--- src/rtl/rwc_pkg.sv ---
package rwc_pkg;

  // Warm-up start request: whether core reset is held and whether the count starts
  typedef struct packed {
    logic hold_core;
    logic start;
  } warm_req_t;

  function automatic warm_req_t make_req(input logic hold_src, input logic clk_src);
    warm_req_t r;
    r.hold_core = hold_src;
    r.start     = hold_src | clk_src;
    return r;
  endfunction

endpackage

--- src/rtl/rwc_sync.sv ---
module rwc_sync #(
  parameter int STAGES = 2
) (
  input  logic clk,
  input  logic rst,
  input  logic freeze,
  input  logic d,
  output logic q
);
  logic [STAGES-1:0] st;

  genvar g;
  generate
    for (g = 0; g < STAGES; g++) begin : g_stage
      if (g == 0) begin : g_first
        always_ff @(posedge clk) begin
          if (rst)         st[0] <= 1'b0;
          else if (!freeze) st[0] <= d;
        end
      end else begin : g_next
        always_ff @(posedge clk) begin
          if (rst) st[g] <= 1'b0;
          else     st[g] <= st[g-1];
        end
      end
    end
  endgenerate

  assign q = st[STAGES-1];
endmodule

--- src/rtl/rwc_qual.sv ---
module rwc_qual #(
  parameter int QUAL_CYCLES = 3
) (
  input  logic clk,
  input  logic rst,
  input  logic lvl,
  output logic hit_o,
  output logic rise_o
);
  localparam int RUN_W = $clog2(QUAL_CYCLES + 1);
  localparam logic [RUN_W-1:0] RUN_LIM = RUN_W'(QUAL_CYCLES - 1);

  logic [RUN_W-1:0] run;
  logic             hit_q;
  logic             hit_d;

  always_ff @(posedge clk) begin
    if (rst) begin
      run   <= '0;
      hit_q <= 1'b0;
      hit_d <= 1'b0;
    end else begin
      hit_d <= hit_q;
      hit_q <= lvl && (run >= RUN_LIM);
      if (!lvl)                run <= '0;
      else if (run < RUN_LIM)  run <= run + 1'b1;
    end
  end

  assign hit_o  = hit_q;
  assign rise_o = hit_q & ~hit_d;
endmodule

--- src/rtl/rwc_warmup.sv ---
module rwc_warmup
  import rwc_pkg::*;
#(
  parameter int WARM_CYCLES = 65536
) (
  input  logic      clk,
  input  logic      rst,
  input  warm_req_t req,
  output logic      ready_o,
  output logic      hold_o
);
  localparam int CNT_W = (WARM_CYCLES > 1) ? $clog2(WARM_CYCLES) : 1;
  localparam logic [CNT_W-1:0] LAST = CNT_W'(WARM_CYCLES - 1);

  logic [CNT_W-1:0] cnt;
  logic             ready_q;
  logic             hold_q;

  always_ff @(posedge clk) begin
    if (rst) begin
      cnt     <= '0;
      ready_q <= 1'b0;
      hold_q  <= 1'b1;
    end else if (req.start) begin
      cnt     <= '0;
      ready_q <= 1'b0;
      hold_q  <= hold_q | req.hold_core;
    end else if (!ready_q) begin
      if (cnt == LAST) begin
        ready_q <= 1'b1;
        hold_q  <= 1'b0;
      end else begin
        cnt <= cnt + 1'b1;
      end
    end
  end

  assign ready_o = ready_q;
  assign hold_o  = hold_q;
endmodule

--- src/rtl/reset_warmup_ctrl.sv ---
module reset_warmup_ctrl
  import rwc_pkg::*;
#(
  parameter int SYNC_STAGES = 2,
  parameter int QUAL_CYCLES = 3,
  parameter int WARM_CYCLES = 65536
) (
  input  logic clk,
  input  logic por_i,
  input  logic rst_pin_i,
  output logic rst_pin_oe_o,
  input  logic pfail_rst_i,
  input  logic wdog_rst_i,
  input  logic sys_rst_i,
  input  logic stop_mode_i,
  input  logic stop_wake_i,
  input  logic mult_en_i,
  output logic core_rst_o,
  output logic clk_ready_o
);
  logic      pin_sync;
  logic      ext_hit;
  logic      ext_rise;
  logic      int_any;
  logic      warm_hold;
  logic      oe_q;
  logic      core_q;
  warm_req_t wreq;

  assign int_any = pfail_rst_i | wdog_rst_i | sys_rst_i;

  // Own drive freezes the first sync stage so the echo is never sampled
  rwc_sync #(.STAGES(SYNC_STAGES)) u_sync (
    .clk    (clk),
    .rst    (por_i),
    .freeze (oe_q),
    .d      (rst_pin_i),
    .q      (pin_sync)
  );

  rwc_qual #(.QUAL_CYCLES(QUAL_CYCLES)) u_qual (
    .clk    (clk),
    .rst    (por_i),
    .lvl    (pin_sync),
    .hit_o  (ext_hit),
    .rise_o (ext_rise)
  );

  assign wreq = make_req(stop_wake_i | (ext_rise & stop_mode_i), mult_en_i);

  rwc_warmup #(.WARM_CYCLES(WARM_CYCLES)) u_warm (
    .clk     (clk),
    .rst     (por_i),
    .req     (wreq),
    .ready_o (clk_ready_o),
    .hold_o  (warm_hold)
  );

  always_ff @(posedge clk) begin
    if (por_i) begin
      oe_q   <= 1'b0;
      core_q <= 1'b1;
    end else begin
      oe_q   <= int_any;
      core_q <= ext_hit | int_any | warm_hold;
    end
  end

  assign rst_pin_oe_o = oe_q;
  assign core_rst_o   = core_q;
endmodule

--- config.mk ---
export PLATFORM = sky130hd
export DESIGN_NAME = reset_warmup_ctrl
export DESIGN_NICKNAME = d
export VERILOG_FILES = /design/src/rtl/rwc_pkg.sv /design/src/rtl/rwc_sync.sv /design/src/rtl/rwc_qual.sv /design/src/rtl/rwc_warmup.sv /design/src/rtl/reset_warmup_ctrl.sv
export SDC_FILE = /design/constraint.sdc
export NUM_CORES = 1
export LEC_CHECK = 0
export BUFFER_PORTS_ARGS = -buffer_cell sky130_fd_sc_hd__buf_4
export CORE_ASPECT_RATIO = 1.2
export CORE_MARGIN = 4
export CORE_UTILIZATION = 29
export CTS_BUF_LIST = sky130_fd_sc_hd__clkbuf_8
export CTS_CLUSTER_DIAMETER = 100
export DETAILED_ROUTE_END_ITERATION = 10
export GPL_ROUTABILITY_DRIVEN = 0
export HOLD_SLACK_MARGIN = 0.05
export SLEW_MARGIN = 20
export SYNTH_ARGS = -nofsm -noshare
export SYNTH_HDL_FRONTEND = slang
export SYNTH_SLANG_ARGS = --single-unit
--- constraint.sdc ---
create_clock -name clk -period 1.8 [get_ports clk]
set_clock_uncertainty 0.1 [all_clocks]
set_input_delay 0 -clock clk [delete_from_list [all_inputs] [get_ports clk]]
set_output_delay 0 -clock clk [all_outputs]
set_load 0.01 [all_outputs]
==> results of run 1 <==
==> per-stage QoR <==
stage                     area, um^2  power, W  hold slack [ps]  utilization, %  std cells
after floorplan                 1160  0.000613            -28.4               -        131
after global placement          1380  0.000638             99.7            36.7        201
after detailed placement        1380  0.000639              106            36.7        201
after CTS                       1530   0.00114              180            40.8        213
after global routing            1580   0.00117              121            42.2        214
final                           1580   0.00112             89.8            42.2        214
==> cells in the final DEF, fill, tap and decap left out, types with 2 or more instances in the layout <==
cell	synthesis	final
buf_4	0	24
dfxtp_1	26	18
nand2_1	13	13
a21oi_1	10	8
or4_1	9	8
dlygate4sd3_1	0	8
dfxtp_2	0	8
nor2_1	7	7
nand3_1	6	6
or3_1	7	6
o21ai_0	5	5
o31ai_1	4	4
and3_1	4	3
nor3_1	3	3
o41ai_1	3	3
o211ai_1	3	3
clkbuf_8	0	3
inv_1	2	2
mux2i_1	2	2
nor2b_1	2	2
nand2b_1	2	2
and4_4	0	2
a211o_1	2	2
a21oi_2	0	2
o311ai_1	0	2
nand4_1	2	2
==> worst max path at each step <==
| stage | startpoint | end | slack, ps | cells past startpoint |
|---|---|---|---|---|
| 6_report | u_warm.cnt[0] | u_warm.cnt[15] | 60 | 5 |
| 5_1_grt | u_warm.cnt[0] | u_warm.cnt[15] | -9 | 5 |
| 4_1_cts | u_warm.cnt[0] | u_warm.cnt[15] | 9 | 5 |
| 3_5_place_dp | u_warm.cnt[0] | u_warm.cnt[4] | -50 | 5 |
| 3_3_place_gp | u_warm.cnt[0] | u_warm.cnt[3] | 10 | 5 |
| 2_1_floorplan | u_warm.cnt[0] | u_warm.hold_o | 10 | 5 |
==> worst max-delay path, stage by stage, from the launching register on <==
cell and delay, ps:
dfxtp_2 350, ha_4 160, and3_1 170, a211o_1 360, or4_4 430, a21oi_2 120
==> sequential cells by signal, indices dropped and copies added (netlist names) <==
signal / count
core_rst_o: 1
rst_pin_oe_o: 1
u_qual.hit_d: 1
u_qual.hit_o: 1
u_qual.run: 2
u_sync.q: 1
u_sync.st: 1
u_warm.cnt: 16
u_warm.hold_o: 1
u_warm.ready_o: 1
==> per-layer routing <==
| layer | wire length [um] | vias up | track usage [%] |
|---|---|---|---|
| met3 | 68 | 5 | 2.34 |
| met2 | 1240 | 15 | 19.1 |
| li1 | - | 565 | - |
| met5 | 0 | - | 0 |
| met1 | 1190 | 513 | 14.2 |
| met4 | 38 | 0 | 3.73 |
==> what timing repair did <==
action                                  in CTS  in global routing
endpoints found under the setup margin       5                 12
cloned                                       0                  0
resized for setup                            2                 18
pin swaps                                    1                  3
hold buffers                                 8                  0
endpoints found under the hold margin        9                  0
setup buffers                                0                  1
==> logic make-up (layout without fill, tap and decap cells) <==
| logic type | after synthesis | after routing | synth area share [%] |
|---|---|---|---|
| DFF | 26 | 26 | 44.8 |
| buffers and inverters | 7 | 38 | 2.48 |
| and+or+nand+nor | 63 | 63 | 31.0 |
| AOI/OAI and AO/OA | 30 | 30 | 17.0 |
| muxes | 2 | 2 | 1.72 |
| xor gates and xnor gates | 1 | 1 | 0.754 |
| adders and majority gates | 2 | 2 | 2.15 |
==> cell type report <==
cell class                 count  area [um^2]
inverter                       2         7.51
fill                         371         2170
clock inverter                 1         30.0
multi-input combinational     98          648
clock buffer                   3         41.3
tap                           52         65.1
sequential                    26          531
timing repair buffer          32          260
==> report_power, final <==
| group | switching [W] | total [W] | internal (W) |
|---|---|---|---|
| registers | 0.00000373 | 0.000584 | 0.000581 |
| clock network | 0.000187 | 0.000485 | 0.000298 |
| logic | 0.0000201 | 0.0000547 | 0.0000346 |
==> synthesized netlist by cell type <==
master and number:
o21ai_0 5, o211ai_1 3, and3b_1 1, nor3_1 3, a211o_1 2, nand2b_1 2
nor2_1 7, ha_1 2, nor2b_1 2, nand4_1 2, xor2_1 1, inv_1 2
or3b_1 1, buf_2 2, o41ai_1 3, o31ai_1 4, or2_1 1, or4_1 9
nand2_1 13, or3_1 7, nand3_1 6, mux2i_1 2, clkbuf_1 3, dfxtp_1 26
o311ai_0 3, and3_1 4, a21oi_1 10, and2b_1 1, and4_1 4
==> impl_metrics.yaml, run 1 <==
status:
  outcome: "completed"
setup_path:
  regToRegSetupSlack_ps: 60
  cp-end-kind: "flop"
  crit_fanout: 6
  crit_type: "flop to flop"
  reg2reg_from: "u_warm.cnt[0]"
  startpoint_type: "flop"
  reg2regPathDepth: 5
  arrival_ps: 1860
  required_ps: 1920
  r2r-end: "u_warm.cnt[15]"
synthesis:
  synth_largest_area_cell: "dfxtp_1"
  syn_nets: 142
  synth.distinct_cells: 29
  netlist_area_mm2: 0.00116
  syn-instance-count: 131
  yosys_warnings: 0
  synth_area_leaders: "dfxtp_1 45%, or4_1 5.8%, a21oi_1 4.3%"
  synth.avg_cell_area_um2: 8.86
  synth_top_area_share_pct: 44.8
  ys_ff_latch: 26
  synth-seq-area-share_pct: 44.8
drt:
  drt-wirelength-per-cell_um: 11.8
  drtPass1Iterations: 4
  vias_per_cell: 5.13
  wl_mm: 2.54
  postRouteAntennaNets: 0
  vias: 1098
  drc: 0
  drtIter0Drc: 71
global_routing:
  grt_pass1_vias: 1109
  grt_pass1_wl_mm: 4.68
  antenna_found_initial: 0
  track_usage_pct: 11.3
  grt_overflow: 0
  grt_max_degree: 16
flow_run:
  max_cap_viol_count: 0
placement:
  io_buffers: 11
  place_ws_ps: -49.2
  dp_hpwl_mm: 1.86
pwr:
  power.density_mw_per_mm2: 710
  vdd_ir_drop_max_mv: 0.332
  leakagePower_nw: 0.585
timing:
  hold_viol: 0
  worstMarginPinSlew_ps: 285
  maxSlewHeadroom_pct: 80.7
  rsz0062_at_grt: "true"
  setup_ws_ps: 58.3
  setup-tns-final_ps: 0
  min_period_ps: 1740
  slew_violations: 0
  setup_viol: 0
  fmax_ghz: 0.574
  finalCritPeriodShare_pct: 96.8
die:
  start_util_pct: 30.9
  die_w_um: 65.8
  die_area_mm2: 0.00508
  rows: 24
  fp.dieH_um: 77.3
  core-area_mm2: 0.00375
  ios: 12
clock_tree:
  clk_pin_slew_worst_paths_ps: 90
  insertion_delay_ps: 270
  clock_sinks: 26
  cts_tree: "built"
  numCtsBuffers: 3
  cts-root-buf: "clkbuf_8"
  cts_buffer_depth: 2
  h-tree-depth: 1
worst_hold_path:
  worstHoldStart: "stop_wake_i"
  hold_path_class: "input port to flop"
  min_path_cells: 4
  hold_end: "u_warm.cnt[10]"
layout:
  nNetsFinal: 174
  syn_to_final_growth_pct: 36.3
  layout-drive-gt1-share_pct: 27.8
  insertedDiodeCount: 0
No activity file was read; power rests on OpenSTA's default activity.
==> run 2: changes to the inputs <==
- REMOVE_ABC_BUFFERS: unset -> 1
==> run 2 against run 1 <==
Net effect:
- clock-buffer cell count increased by 1
- setup slack got worse by 13 ps
- cell area increased by 1.4%
- total power decreased by 9.0%
- hold slack improved by 19 ps
- sequential share of layout area decreased by 0.94 points
- sequential power about the same
- die area unchanged
- fmax decreased by 0.74%
- utilization increased by 0.60 points
- non-clock buffer count increased by 6
- critical endpoint is now u_warm.hold_o
- largest cell class unchanged
- largest power group unchanged
==> impl_metrics.yaml, run 2 (synthesis gave the netlist of run 1 again) <==
flow_run:
  max_cap_viol_count: 0
timing:
  setup-tns-final_ps: 0
  worstMarginPinSlew_ps: 280
  fmax_ghz: 0.570
  maxSlewHeadroom_pct: 81.1
  hold_ws_ps: 109
  min_period_ps: 1750
  setup_ws_ps: 45.3
  hold_viol: 0
  finalCritPeriodShare_pct: 97.5
  setup_viol: 0
  slew_violations: 0
setup_path:
  required_ps: 1870
  startpoint_type: "flop"
  crit_fanout: 5
  crit_type: "flop to flop"
  arrival_ps: 1820
  cp-end-kind: "flop"
layout:
  layout-drive-gt1-share_pct: 25.0
  reg_top3: "u_warm.cnt (16), u_qual.run (2)"
  syn_to_final_growth_pct: 38.3
  nNetsFinal: 180
  top_register: "u_warm.cnt"
  insertedDiodeCount: 0
  stdcell_area_mm2: 0.00161
  layout_commonest_cell: "buf_4"
  largest_register_ff_count: 16
  mostFrequentLayoutCells: "27 x buf_4, 24 x dfxtp_1, 13 x nand2_1"
drt:
  vias_per_cell: 5.17
  drtPass1Iterations: 4
  drc: 0
  drtIter0Drc: 29
  wl_mm: 2.77
  vias: 1137
  postRouteAntennaNets: 0
  drt-wirelength-per-cell_um: 12.6
placement:
  postPlaceCellArea_mm2: 0.00141
  dp_hpwl_mm: 1.97
  place_ws_ps: -98.8
  io_buffers: 11
clock_tree:
  insertion_delay_ps: 270
  cts_buffer_depth: 2
  clk_pin_slew_worst_paths_ps: 90
  cts-root-buf: "clkbuf_8"
  h-tree-depth: 1
  numCtsBuffers: 3
  clock_sinks: 26
  cts_tree: "built"
die:
  die_w_um: 65.8
  die_area_mm2: 0.00508
  rows: 24
  ios: 12
  fp.dieH_um: 77.3
  start_util_pct: 30.9
  core-area_mm2: 0.00375
global_routing:
  antenna_found_initial: 0
  grt_pass1_vias: 1103
  track_usage_pct: 11.3
  grt_pass1_wl_mm: 4.63
  grt_max_degree: 15
  grt_overflow: 0
pwr:
  vdd_ir_drop_max_mv: 0.327
  power.total_w: 0.00102
  power.density_mw_per_mm2: 637
  leakagePower_nw: 0.607
worst_hold_path:
  hold_path_class: "input port to flop"
status:
  outcome: "completed"
-- run 2: changes by cell type in the layout (fill, tap and decap cells not counted), sizes merged --
cell / change
buf: +3
bufinv: -1
clkbuf: +1
dlygate4sd3: +3
-- run 2: through the flow --
step                      utilization [%]  instances
after global routing                 42.8        220
after floorplan                         -        126
after CTS                            42.0        220
final                                42.8        220
after global placement               37.5        205
after detailed placement             37.5        205
-- run 2: area by class of cell --
cell class / count / area (um^2)
Tap cell: 52 / 65.1
Sequential cell: 26 / 523
Clock buffer: 4 / 55.1
Timing Repair Buffer: 38 / 313
Fill cell: 365 / 2150
Inverter: 2 / 7.51
Multi-Input combinational cell: 98 / 642
-- run 2: power by group --
part           switching, W   total, W  internal [W]
Combinational     0.0000225  0.0000600     0.0000375
Sequential       0.00000314   0.000584      0.000581
Clock              0.000183   0.000378      0.000196
-- run 2: repair_timing --
item	CTS	global route
hold buffers	11	0
pin swaps	1	1
endpoints found under the hold margin	9	0
resized for setup	2	12
setup endpoints to repair	5	13
setup buffers	0	0
-- run 2: critical path, cell delays in order, from the launching register on --
cell	delay, ps
dfxtp_1	410
and4_4	270
and3_1	220
or3b_1	360
a211o_1	290
-- run 2: layer usage --
layer | track usage (%) | part of all wire [%] | up-vias | wire [um]
met2 | 21.3 | 53 | 17 | 1460
met4 | 3.11 | 1.3 | 0 | 35
met5 | 0 | 0 | - | 0
li1 | - | - | 575 | -
met1 | 12.1 | 43 | 540 | 1180
met3 | 2.92 | 3.4 | 5 | 95
-- run 2: path summary, 6_finish.rpt --
kind / start / end / slack, ps / cells past startpoint
hold / removal: stop_wake_i / u_warm.cnt[15] / 110 / 4
setup reg to reg: u_warm.cnt[11] / u_warm.hold_o / 50 / 4
setup / recovery: u_warm.cnt[11] / u_warm.hold_o / 50 / 4
hold reg to reg: u_warm.hold_o / u_warm.hold_o / 390 / 1
